===== config.mk =====
export PLATFORM = sky130hd
export DESIGN_NAME = logic_eqn_engine
export DESIGN_NICKNAME = d
export VERILOG_FILES = /design/src/rtl/eqn_pkg.sv /design/src/rtl/eqn_prog_mem.sv /design/src/rtl/eqn_stack_alu.sv /design/src/rtl/eqn_state_bank.sv /design/src/rtl/logic_eqn_engine.sv
export SDC_FILE = /design/constraint.sdc
export NUM_CORES = 2
export LEC_CHECK = 0
export BUFFER_PORTS_ARGS = -buffer_cell sky130_fd_sc_hd__buf_2
export CAP_MARGIN = 20
export CORE_ASPECT_RATIO = 0.6
export CORE_UTILIZATION = 64
export CTS_CLUSTER_DIAMETER = 100
export DETAILED_ROUTE_END_ITERATION = 8
export GPL_ROUTABILITY_DRIVEN = 0
export GPL_TIMING_DRIVEN = 0
export PLACE_DENSITY = 0.78
export SYNTH_ARGS = -nofsm -noshare
export SYNTH_HDL_FRONTEND = slang
export SYNTH_SLANG_ARGS = --single-unit

===== constraint.sdc =====
create_clock -name clk -period 21.4 [get_ports clk]
set_input_delay 1.07 -clock clk [delete_from_list [all_inputs] [get_ports clk]]
set_output_delay 1.07 -clock clk [all_outputs]
set_load 0.005 [all_outputs]

===== src/rtl/eqn_pkg.sv =====
package eqn_pkg;

  localparam logic [3:0] OP_END     = 4'd0;
  localparam logic [3:0] OP_PUSH_IN = 4'd1;
  localparam logic [3:0] OP_PUSH_VO = 4'd2;
  localparam logic [3:0] OP_NOT     = 4'd3;
  localparam logic [3:0] OP_AND     = 4'd4;
  localparam logic [3:0] OP_OR      = 4'd5;
  localparam logic [3:0] OP_XOR     = 4'd6;
  localparam logic [3:0] OP_LATCH   = 4'd7;
  localparam logic [3:0] OP_TIMER   = 4'd8;
  localparam logic [3:0] OP_ASSIGN  = 4'd9;

  typedef struct packed {
    logic [3:0] op;
    logic [3:0] cnt;
    logic [7:0] idx;
  } entry_t;

endpackage


===== src/rtl/eqn_prog_mem.sv =====
module eqn_prog_mem
  import eqn_pkg::*;
#(
  parameter int DEPTH = 64,
  localparam int AW = $clog2(DEPTH)
) (
  input  logic          clk,
  input  logic          wr_en,
  input  logic [AW-1:0] wr_addr,
  input  entry_t        wr_data,
  input  logic [AW-1:0] rd_addr,
  output entry_t        rd_data
);

  entry_t mem_q [DEPTH];

  always_ff @(posedge clk) begin
    if (wr_en) mem_q[wr_addr] <= wr_data;
  end

  assign rd_data = mem_q[rd_addr];

endmodule


===== src/rtl/eqn_stack_alu.sv =====
module eqn_stack_alu
  import eqn_pkg::*;
#(
  parameter int SDEPTH = 16,
  localparam int SPW = $clog2(SDEPTH + 1)
) (
  input  logic [3:0]        op,
  input  logic [3:0]        cnt,
  input  logic [SDEPTH-1:0] stk,
  input  logic [SPW-1:0]    sp,
  input  logic              ext_val,
  output logic [SDEPTH-1:0] stk_nxt,
  output logic [SPW-1:0]    sp_nxt,
  output logic              fault,
  output logic              top_bit,
  output logic              sec_bit
);

  int fill;
  int nops;
  assign fill = int'(sp);
  assign nops = int'(cnt);

  // operand taps, kept apart from the update logic
  always_comb begin
    top_bit = 1'b0;
    sec_bit = 1'b0;
    for (int i = 0; i < SDEPTH; i++) begin
      if (i + 1 == fill) top_bit = stk[i];
      if (i + 2 == fill) sec_bit = stk[i];
    end
  end

  logic and_r, or_r, xor_r, red_r;

  always_comb begin
    and_r = 1'b1;
    or_r  = 1'b0;
    xor_r = 1'b0;
    for (int i = 0; i < SDEPTH; i++) begin
      if (i >= fill - nops && i < fill) begin
        and_r = and_r & stk[i];
        or_r  = or_r | stk[i];
        xor_r = xor_r ^ stk[i];
      end
    end
    case (op)
      OP_AND:  red_r = and_r;
      OP_OR:   red_r = or_r;
      default: red_r = xor_r;
    endcase
  end

  always_comb begin
    stk_nxt = stk;
    sp_nxt  = sp;
    fault   = 1'b0;
    case (op)
      OP_PUSH_IN, OP_PUSH_VO: begin
        if (fill >= SDEPTH) fault = 1'b1;
        else begin
          for (int i = 0; i < SDEPTH; i++) if (i == fill) stk_nxt[i] = ext_val;
          sp_nxt = sp + 1'b1;
        end
      end
      OP_NOT: begin
        if (fill < 1) fault = 1'b1;
        else for (int i = 0; i < SDEPTH; i++) if (i + 1 == fill) stk_nxt[i] = ~stk[i];
      end
      OP_AND, OP_OR, OP_XOR: begin
        if (nops == 0 || fill < nops) fault = 1'b1;
        else begin
          for (int i = 0; i < SDEPTH; i++) if (i == fill - nops) stk_nxt[i] = red_r;
          sp_nxt = SPW'(fill - nops + 1);
        end
      end
      OP_LATCH: begin
        if (fill < 2) fault = 1'b1;
        else begin
          for (int i = 0; i < SDEPTH; i++) if (i + 2 == fill) stk_nxt[i] = ext_val;
          sp_nxt = sp - 1'b1;
        end
      end
      OP_TIMER: begin
        if (fill < 1) fault = 1'b1;
        else for (int i = 0; i < SDEPTH; i++) if (i + 1 == fill) stk_nxt[i] = ext_val;
      end
      OP_ASSIGN: begin
        if (fill < 1) fault = 1'b1;
        else sp_nxt = sp - 1'b1;
      end
      default: ;
    endcase
  end

endmodule


===== src/rtl/eqn_state_bank.sv =====
module eqn_state_bank #(
  parameter int N_LATCH = 8,
  parameter int N_TIMER = 8,
  parameter int TMR_W   = 8
) (
  input  logic             clk,
  input  logic             rst_n,
  input  logic             lat_en,
  input  logic             tmr_en,
  input  logic [7:0]       sel,
  input  logic             set_in,
  input  logic             clr_in,
  input  logic             tmr_in,
  input  logic             cfg_we,
  input  logic [7:0]       cfg_sel,
  input  logic [TMR_W-1:0] cfg_pick,
  input  logic [TMR_W-1:0] cfg_drop,
  output logic             lat_q_new,
  output logic             tmr_q_new
);

  // set/reset latches, reset dominant
  logic [N_LATCH-1:0] lat_q, lat_d;

  always_comb begin
    lat_q_new = 1'b0;
    lat_d     = lat_q;
    for (int i = 0; i < N_LATCH; i++) begin
      if (sel == 8'(i)) begin
        lat_q_new = clr_in ? 1'b0 : (set_in ? 1'b1 : lat_q[i]);
        if (lat_en) lat_d[i] = lat_q_new;
      end
    end
  end

  always_ff @(posedge clk or negedge rst_n) begin
    if (!rst_n) lat_q <= '0;
    else        lat_q <= lat_d;
  end

  // pickup/dropout timers, one per instance
  logic [N_TIMER-1:0] tq_new;

  for (genvar g = 0; g < N_TIMER; g++) begin : g_tmr
    logic             q_q, q_d, q_n;
    logic [TMR_W-1:0] cnt_q, cnt_d, cnt_n;
    logic [TMR_W-1:0] pick_q, pick_d, drop_q, drop_d;
    logic [TMR_W-1:0] inc, lim;
    logic             hit, cfg_hit;

    assign hit     = tmr_en && (sel == 8'(g));
    assign cfg_hit = cfg_we && (cfg_sel == 8'(g));

    always_comb begin
      inc = cnt_q + 1'b1;
      lim = tmr_in ? pick_q : drop_q;
      if (tmr_in != q_q) begin
        if (inc >= lim) begin
          q_n   = tmr_in;
          cnt_n = '0;
        end else begin
          q_n   = q_q;
          cnt_n = inc;
        end
      end else begin
        q_n   = q_q;
        cnt_n = '0;
      end
      q_d    = hit ? q_n : q_q;
      cnt_d  = hit ? cnt_n : cnt_q;
      pick_d = cfg_hit ? cfg_pick : pick_q;
      drop_d = cfg_hit ? cfg_drop : drop_q;
    end

    always_ff @(posedge clk or negedge rst_n) begin
      if (!rst_n) begin
        q_q    <= 1'b0;
        cnt_q  <= '0;
        pick_q <= '0;
        drop_q <= '0;
      end else begin
        q_q    <= q_d;
        cnt_q  <= cnt_d;
        pick_q <= pick_d;
        drop_q <= drop_d;
      end
    end

    assign tq_new[g] = q_n;
  end

  always_comb begin
    tmr_q_new = 1'b0;
    for (int i = 0; i < N_TIMER; i++) if (sel == 8'(i)) tmr_q_new = tq_new[i];
  end

endmodule


===== src/rtl/logic_eqn_engine.sv =====
module logic_eqn_engine
  import eqn_pkg::*;
#(
  parameter int PROG_DEPTH  = 64,
  parameter int STACK_DEPTH = 16,
  parameter int N_IN        = 16,
  parameter int N_VO        = 16,
  parameter int N_LATCH     = 8,
  parameter int N_TIMER     = 8,
  parameter int TMR_W       = 8,
  localparam int PAW = $clog2(PROG_DEPTH),
  localparam int SPW = $clog2(STACK_DEPTH + 1)
) (
  input  logic             clk,
  input  logic             rst_n,
  input  logic             prog_we,
  input  logic [PAW-1:0]   prog_addr,
  input  logic [15:0]      prog_data,
  input  logic             tcfg_we,
  input  logic [7:0]       tcfg_sel,
  input  logic [TMR_W-1:0] tcfg_pickup,
  input  logic [TMR_W-1:0] tcfg_dropout,
  input  logic             pass_start,
  input  logic [N_IN-1:0]  in_flags,
  output logic [N_VO-1:0]  vout,
  output logic             busy,
  output logic             pass_done,
  output logic             err_flag
);

  // reset: asserted at once, released after two clocks
  logic rst_meta_q, rst_sync_n;
  always_ff @(posedge clk or negedge rst_n) begin
    if (!rst_n) begin
      rst_meta_q <= 1'b0;
      rst_sync_n <= 1'b0;
    end else begin
      rst_meta_q <= 1'b1;
      rst_sync_n <= rst_meta_q;
    end
  end

  logic                   run_q, run_d;
  logic [PAW-1:0]         pc_q, pc_d;
  logic [SPW-1:0]         sp_q, sp_d;
  logic [STACK_DEPTH-1:0] stk_q, stk_d;
  logic [N_VO-1:0]        work_q, work_d;
  logic [N_VO-1:0]        vout_q, vout_d;
  logic                   done_q, done_d;
  logic                   err_q, err_d;
  logic                   bad_q, bad_d;

  entry_t ent;

  eqn_prog_mem #(.DEPTH(PROG_DEPTH)) u_mem (
    .clk     (clk),
    .wr_en   (prog_we),
    .wr_addr (prog_addr),
    .wr_data (entry_t'(prog_data)),
    .rd_addr (pc_q),
    .rd_data (ent)
  );

  logic is_end, exec, finish;
  logic [3:0] alu_op;
  assign is_end = run_q && (ent.op == OP_END);
  assign exec   = run_q && !is_end;
  assign finish = run_q && (is_end || pc_q == PAW'(PROG_DEPTH - 1));
  assign alu_op = exec ? ent.op : OP_END;

  logic [STACK_DEPTH-1:0] alu_stk;
  logic [SPW-1:0]         alu_sp;
  logic                   fault, top_bit, sec_bit, ext_val;
  logic                   lat_q_new, tmr_q_new;

  eqn_stack_alu #(.SDEPTH(STACK_DEPTH)) u_alu (
    .op      (alu_op),
    .cnt     (ent.cnt),
    .stk     (stk_q),
    .sp      (sp_q),
    .ext_val (ext_val),
    .stk_nxt (alu_stk),
    .sp_nxt  (alu_sp),
    .fault   (fault),
    .top_bit (top_bit),
    .sec_bit (sec_bit)
  );

  eqn_state_bank #(.N_LATCH(N_LATCH), .N_TIMER(N_TIMER), .TMR_W(TMR_W)) u_bank (
    .clk       (clk),
    .rst_n     (rst_sync_n),
    .lat_en    (alu_op == OP_LATCH && !fault),
    .tmr_en    (alu_op == OP_TIMER && !fault),
    .sel       (ent.idx),
    .set_in    (sec_bit),
    .clr_in    (top_bit),
    .tmr_in    (top_bit),
    .cfg_we    (tcfg_we),
    .cfg_sel   (tcfg_sel),
    .cfg_pick  (tcfg_pickup),
    .cfg_drop  (tcfg_dropout),
    .lat_q_new (lat_q_new),
    .tmr_q_new (tmr_q_new)
  );

  // operand source for the current entry
  always_comb begin
    ext_val = 1'b0;
    case (ent.op)
      OP_PUSH_IN: for (int i = 0; i < N_IN; i++) if (ent.idx == 8'(i)) ext_val = in_flags[i];
      OP_PUSH_VO: for (int i = 0; i < N_VO; i++) if (ent.idx == 8'(i)) ext_val = work_q[i];
      OP_LATCH:   ext_val = lat_q_new;
      OP_TIMER:   ext_val = tmr_q_new;
      default:    ext_val = 1'b0;
    endcase
  end

  // working copy after this entry's assignment
  logic [N_VO-1:0] work_nxt;
  always_comb begin
    work_nxt = work_q;
    if (alu_op == OP_ASSIGN && !fault)
      for (int i = 0; i < N_VO; i++) if (ent.idx == 8'(i)) work_nxt[i] = top_bit;
  end

  logic pass_bad;
  assign pass_bad = bad_q | fault | (alu_sp != '0);

  always_comb begin
    run_d  = run_q;
    pc_d   = pc_q;
    sp_d   = sp_q;
    stk_d  = stk_q;
    work_d = work_q;
    vout_d = vout_q;
    bad_d  = bad_q;
    done_d = 1'b0;
    err_d  = err_q;
    if (!run_q) begin
      if (pass_start) begin
        run_d  = 1'b1;
        pc_d   = '0;
        sp_d   = '0;
        bad_d  = 1'b0;
        work_d = vout_q;
      end
    end else begin
      pc_d   = pc_q + 1'b1;
      sp_d   = alu_sp;
      stk_d  = alu_stk;
      work_d = work_nxt;
      bad_d  = bad_q | fault;
      err_d  = err_q | fault;
      if (finish) begin
        run_d  = 1'b0;
        done_d = 1'b1;
        err_d  = err_q | pass_bad;
        if (!pass_bad) vout_d = work_nxt;
      end
    end
  end

  always_ff @(posedge clk or negedge rst_sync_n) begin
    if (!rst_sync_n) begin
      run_q  <= 1'b0;
      pc_q   <= '0;
      sp_q   <= '0;
      stk_q  <= '0;
      work_q <= '0;
      vout_q <= '0;
      done_q <= 1'b0;
      err_q  <= 1'b0;
      bad_q  <= 1'b0;
    end else begin
      run_q  <= run_d;
      pc_q   <= pc_d;
      sp_q   <= sp_d;
      stk_q  <= stk_d;
      work_q <= work_d;
      vout_q <= vout_d;
      done_q <= done_d;
      err_q  <= err_d;
      bad_q  <= bad_d;
    end
  end

  assign vout      = vout_q;
  assign busy      = run_q;
  assign pass_done = done_q;
  assign err_flag  = err_q;

endmodule


[Word-level counts from Yosys, hierarchy flattened]
Memories as Yosys holds them, arrays and structs flattened.
Cells that the tools add are included.
Word-level totals
  memories: 1
  output and inout bits: 19
  register bits: 273
  input bits: 67
  word-level logic and storage cells: 715
  memory bits (writable): 1024
Cells by class
  add/subtract/negate cells: 13
  equality and inequality tests: 161
  reductions and logical operators: 79
  mux-type cells: 285
  bitwise gates (word level): 66
  magnitude comparators: 44
Memory list
  u_mem.mem_q: words 64, width 16, rd ports 1, clocked after Yosys merged registers in 0, wr ports 1, line eqn_prog_mem.sv:15  | entry_t mem_q [DEPTH];
Operator list (count)
  two-way mux 1 bit: 239
  two-way mux 8 bit: 24
  AND reduction 12 bit: 16
  inequality test 2 x 1 -> 1 bit, second input constant: 80
  two-way mux 16 bit: 8
  logical NOT 32 bit: 3
  one-hot mux 16 bit (5 select lines): 1
  adder 8 x 1 -> 8 bit, second input constant: 8
  equality test 8 x 3 -> 1 bit, second input constant: 8
  equality test 8 x 4 -> 1 bit, second input constant: 8
  greater-or-equal comparator 8 bit: 8
  equality test 5 bit, first input constant: 10
  equality test 5 x 6 -> 1 bit, first input constant: 8
  greater-or-equal comparator 5 x 6 -> 1 bit, first input constant: 8
  less-than comparator 4 x 5 -> 1 bit, first input constant: 8
  logical AND 1 bit: 38
  equality test 8 x 2 -> 1 bit, second input constant: 4
  two-way mux 5 bit: 6
  equality test 4 x 6 -> 1 bit, first input constant: 4
  greater-or-equal comparator 4 x 6 -> 1 bit, first input constant: 4
  equality test 4 x 3 -> 1 bit, second input constant: 5
  equality test 4 x 5 -> 1 bit, first input constant: 4
  less-than comparator 3 x 5 -> 1 bit, first input constant: 4
  one-hot mux 5 bit (4 select lines): 1
  43 further kinds: 141

[Depth between registers and ports, before layout]
An unclocked memory read counts as a cell.
  word-level depth: 39
  depth in mapped cells: 33
  gate-level depth less buffers: 23

[Modules after synthesis]
Synthesis repeated with hierarchy kept, for this count alone.
Second synthesis, totals
  cells, all modules: 3701
  area total of the unflattened synthesis: 58120.7 um2
Modules (own cells, without submodules)
  eqn_prog_mem: seq. area each 30749.5 um2, instances 1, area an instance 39658.0 um2, cells an instance 1804
  eqn_state_bank: seq. area each 5205.0 um2, instances 1, area an instance 11334.6 um2, cells an instance 956
  eqn_stack_alu: seq. area each 0.0 um2, instances 1, area an instance 3737.3 um2, cells an instance 622
  logic_eqn_engine: seq. area each 1626.6 um2, instances 1, area an instance 3390.8 um2, cells an instance 319

[Worst setup path after synthesis]
OpenSTA, ideal clock, no wires.
  kind: reg-to-reg
  start: register sp_q[0]
  end: register stk_q[10]
  setup time: 0.141 ns
  required time: 21.259 ns
  buffers on the path: 9
  cell stages (with the launch flop): 29
  path slack: 14.246 ns
  period minus slack after synthesis: 7.154 ns
  arrival: 7.013 ns
  path through: dfrtp_1 > ha_1 > clkbuf_1 > buf_1 > and3_1 > ha_1 > clkbuf_1 > a21oi_1 > o211ai_1 > o311ai_1 > clkbuf_1 > clkbuf_1 > clkbuf_1 > buf_1 > mux2i_1 > ha_1 > a21oi_1 > nor2b_1 > o21ai_0 > a21oi_1 > o41ai_1 > mux2i_1 > o22ai_1 > o21ai_0 > a221o_1 > and3_1 > clkbuf_1 > clkbuf_1 > a31oi_1
On the way
  cells in the longest elaborated chain, start to end: 38
  elaborated cells between the ends (all ways): 290
  classes of those cells: add/sub: 1; order compare: 44; eq/ne: 36; mux: 146; bitwise: 45; reduce/logical: 18
RTL lines
  from (decl): line logic_eqn_engine.sv:45  | logic [SPW-1:0] sp_q, sp_d;
  from (signal assigned): line logic_eqn_engine.sv:177  | sp_q <= sp_d;
  subtractor 5 x 4 -> 6 bit: line eqn_stack_alu.sv:41, eqn_stack_alu.sv:73
  greater-or-equal comparator 1 x 6 -> 1 bit: line eqn_stack_alu.sv:41  | if (i >= fill - nops && i < fill) begin
  logical AND 1 bit: line eqn_stack_alu.sv:41
  two-way mux 1 bit: line eqn_stack_alu.sv:41
  XOR 1 bit, or another cell as far along: line eqn_stack_alu.sv:44  | xor_r = xor_r ^ stk[i];
  two-way mux 1 bit: line eqn_stack_alu.sv:41
  XOR 1 bit, or another cell as far along: line eqn_stack_alu.sv:44
  two-way mux 1 bit: line eqn_stack_alu.sv:41
  [... 22 more ...]
  XOR 1 bit, or another cell as far along: line eqn_stack_alu.sv:44
  two-way mux 1 bit: line eqn_stack_alu.sv:41
  XOR 1 bit, or another cell as far along: line eqn_stack_alu.sv:44
  two-way mux 1 bit: line eqn_stack_alu.sv:41
  one-hot mux 1 bit (2 select lines): line eqn_stack_alu.sv:47  | case (op)
  two-way mux 1 bit: line eqn_stack_alu.sv:73  | for (int i = 0; i < SDEPTH; i++) if (i == fill - nops) stk_nxt[i] = red_r;
  two-way mux 16 bit: line eqn_stack_alu.sv:71  | if (nops == 0 || fill < nops) fault = 1'b1;
  one-hot mux 16 bit (5 select lines): line eqn_stack_alu.sv:58  | case (op)
  to (signal assigned): line logic_eqn_engine.sv:178  | stk_q <= stk_d;
  to (decl): line logic_eqn_engine.sv:46  | logic [STACK_DEPTH-1:0] stk_q, stk_d;
Parallel ways exist; a longest one is shown, timed or not. The select of a mux whose other input is x is not followed.
A chain may end at the register's enable or synchronous reset.

[Worst setup path in the final report]
  start: register sp_q[1]
  end: register stk_q[8]
The elaborated chain is that of the path after synthesis.

==> results by group <==
Status
  – Status: finished, violations left
  – Failing checks: design-rule violations

STA
  – Setup TNS: 0 ns
  – Slack of the critical path: 11.02 ns
  – Slew headroom: 0.120
  – Worst-Margin Slew: 1.32 ns
  – Clock period minus worst slack: 10.38 ns
  – Peak Freq: 96.3 MHz
  – Pins Over Slew Limit: 0
  – Hold Violations, Final: 0
  – Worst Skew: 0.0519 ns
  – Final cycle utilization of the critical path: 0.485
  – Final setup viols: 0
  – RSZ-0062 raised after global routing: false

Synth
  – Post-Syn Area per Cell: 14.7 sq um
  – FF+latch count, synth: 1,297
  – Adder-Cell Fraction of Synth Area: 0.0199
  – Sequential area share after synthesis: 0.659
  – Mux cell area share after synthesis: 0.124
  – Ys flop type: edfxtp_1
  – Post-synthesis simple-gate area fraction: 0.0848
  – Distinct cells, synth: 93
  – Largest family of logic cells by synthesized area: multiplexers
  – Post-synth EDFFs: 1,024
  – Compound-Gate Fraction of Synth Area: 0.0794
  – Ys Warns: 0
  – Synth Net Count: 4,030
  – Post-Syn Instances: 3,873
  – Xor/xnor cell area share of the yosys netlist: 0.0127
  – Asr flop ratio synth: 0.210
  – Synth Cell Area: 0.0571 sq mm

Clock tree
  – TritonCTS clock tree: yes
  – CTS Buffer Depth: 3
  – Worst skew pair latency: 0.75 ns
  – Post-CTS setup buffer count: 0
  – CTS H-Tree Depth: 3
  – CTS sink count: 1,297
  – CTS Buf Count: 111
  – Worst-path clk slew: 0.07 ns
  – Root Driver: clkbuf_16
  – Cts hold-fix bufs: 0
  – Post-CTS resize count: 0

Die
  – Die Y: 233 um
  – Die area: 0.0904 sq mm
  – Initial core utilization: 0.649
  – Core area: 0.0880 sq mm
  – # IOs: 86
  – Chip width: 387 um
  – Std-Cell Rows: 84

Cells and area
  – Fin util: 0.736
  – Final Non-Filler Cells: 5,414
  – Share of cells above drive strength 1: 0.198
  – Area Overhead vs Synth: 13.4%
  – Nets: 4,314

Critical path
  – Critical Path Max Stage Delay: 0.79 ns
  – Slowest stage cell on the critical path: clkbuf_1
  – Cell mode on critical path: clkbuf_1
  – CP Data Arrival Time: 10.98 ns
  – CP Max Fanout: 10
  – Startpoint types: register
  – Worst EP required: 22.00 ns
  – Critical path class: reg2reg
  – Setup crit end kind: register

Drt
  – ANT nets after route: 0
  – Avg WL per Cell: 32.1 um
  – Total Wirelength: 174,000 um
  – DRC: 1
  – DR vias: 38,500
  – Routed vias/inst: 7.11
  – DRT iter0 DRCs: 6,891
  – Drt pass-1 iters: 9

Placed design
  – Dpl ws: 11.03 ns
  – Hpwl dp: 117,000 um
  – Cell Count Post-Placement: 5,194
  – PortBufs: 78

Global routing
  – Largest net degree at the start of global routing: 69
  – Vias in the first global route: 36,200
  – Busiest grt layer: met1
  – First-pass GRT wire length: 247,000 um
  – Grt ovf: 0
  – Met3 Track Usage GR: 0.143
  – Initial antenna violation count: 9
  – Met2 usage: 0.510
  – GRT Overall Usage: 0.383
  – Met1 GRT Util: 0.579

Power
  – VDD IR max: 0.146 mV
  – PwrDens: 141 mW/mm^2
  – Pleak: 23.5 nW

Run
  – Max_cap viols: 0

Worst hold path
  – Hold crit path type: in2async
==> critical path, delay by kind of cell (launching register included) <==
kind / cells / cell delay [ns]
DFF: 1 / 0.49
muxes: 1 / 0.59
and+or+nand+nor: 5 / 0.57
buffers and inverters: 12 / 5.52
adders and majority gates: 2 / 0.46
AOI/OAI and AO/OA: 12 / 2.55
==> per-layer routing <==
metal,vias to the layer above,part of all wire
li1,15600,-
met1,19100,0.39
met2,3279,0.40
met3,421,0.17
met4,9,0.033
met5,-,0.0014
==> worst paths after layout <==
| path | startpoint | to | slack [ns] | depth (start not counted) |
|---|---|---|---|---|
| hold / removal | rst_n | rst_meta_q | 0.09 | 1 |
| setup reg to reg | sp_q[1] | stk_q[8] | 11.02 | 32 |
| max in group asynchronous | rst_sync_n | u_bank.lat_q[6] | 19.95 | 2 |
| setup / recovery | sp_q[1] | stk_q[8] | 11.02 | 32 |
| min in group clk | rst_meta_q | rst_sync_n | 0.37 | 0 |
| hold reg to reg | rst_sync_n | u_bank.g_tmr[5].pick_q[4] | 0.32 | 0 |
==> placed cells by master (no fill, tap or decap), drive strengths merged, types with 11 or more instances in the layout <==
cell     count
xor2        37
and3        43
nor4        33
buf        243
nor3        71
clkinv      49
o21ai      151
o22ai       41
clkbuf     251
and2        22
nand3b      14
or4         11
nand2b      64
dfrtp      273
mux2i      205
ha          89
inv         43
nand4       29
edfxtp    1024
a22o        13
o31ai       36
a31oi       29
a221oi      17
bufinv      17
mux4       126
a211oi      16
a22oi       77
a2111oi     17
nor2       255
nand2      240
nand3      108
xnor2       38
or2         18
mux2       191
nor2b       45
a21oi      120
o211ai      11
==> cells in the mapped netlist, types with 37 or more instances <==
master,n,area share
a21oi_1,120,0.011
a22oi_1,77,0.010
and3_1,43,0.0047
clkbuf_1,121,0.0080
dfrtp_1,273,0.12
edfxtp_1,1024,0.54
ha_1,89,0.020
inv_1,38,0.0025
mux2_2,180,0.036
mux2i_1,205,0.036
mux4_2,126,0.050
nand2_1,240,0.016
nand2b_1,64,0.0070
nand3_1,108,0.0095
nor2_1,253,0.017
nor2b_1,45,0.0049
nor3_1,70,0.0061
o21ai_0,143,0.013
o22ai_1,41,0.0045
xnor2_1,38,0.0058
xor2_1,37,0.0057
==> registers in the layout, indices dropped and copies added (netlist names), 5 cells and up <==
register	count
u_bank.g_tmr.q_q	8
stk_q	16
u_bank.g_tmr.pick_q	64
vout	16
pc_q	6
u_bank.lat_q	8
sp_q	5
work_q	16
u_mem.mem_q	1024
u_bank.g_tmr.drop_q	64
u_bank.g_tmr.cnt_q	64
==> power breakdown <==
group | total (mW) | switching, mW | internal, mW
combinational | 4.11 | 2.73 | 1.38
clock | 2.13 | 0.959 | 1.18
sequential | 2.90 | 0.0882 | 2.81
total | 9.14 | 3.78 | 5.36
==> logic make-up (layout without fill, tap and decap cells) <==
logic type | count (synthesis) | in the layout
flip-flops | 1297 | 1297
AND/OR/NAND/NOR | 988 | 988
AO/OA/AOI/OAI | 659 | 659
multiplexers | 522 | 522
buffers and inverters | 238 | 615
adder cells (fa/ha/maj) | 90 | 90
XOR/XNOR | 78 | 78
other | 1 | 4
==> stage by stage <==
stage	power (mW)	hold WS, ns	instance area, sq um
floorplan	5.43	0.331	57100
finish	9.14	0.0866	64700
detailed placement	6.77	0.335	60800
global placement	6.68	0.334	58900
CTS	8.90	0.0535	64600
global route	9.36	0.0746	64700
==> layout make-up <==
class | count | area, sq um
buffer | 197 | 1020
fill | 5307 | 23200
clock inverter | 78 | 926
clock buffer | 128 | 2870
antenna | 3 | 7.51
tap | 1161 | 1450
multi-input combinational | 2338 | 18500
inverter | 41 | 154
timing repair buffer | 171 | 2230
sequential | 1297 | 37600
No activity file was read; power rests on OpenSTA's default activity.
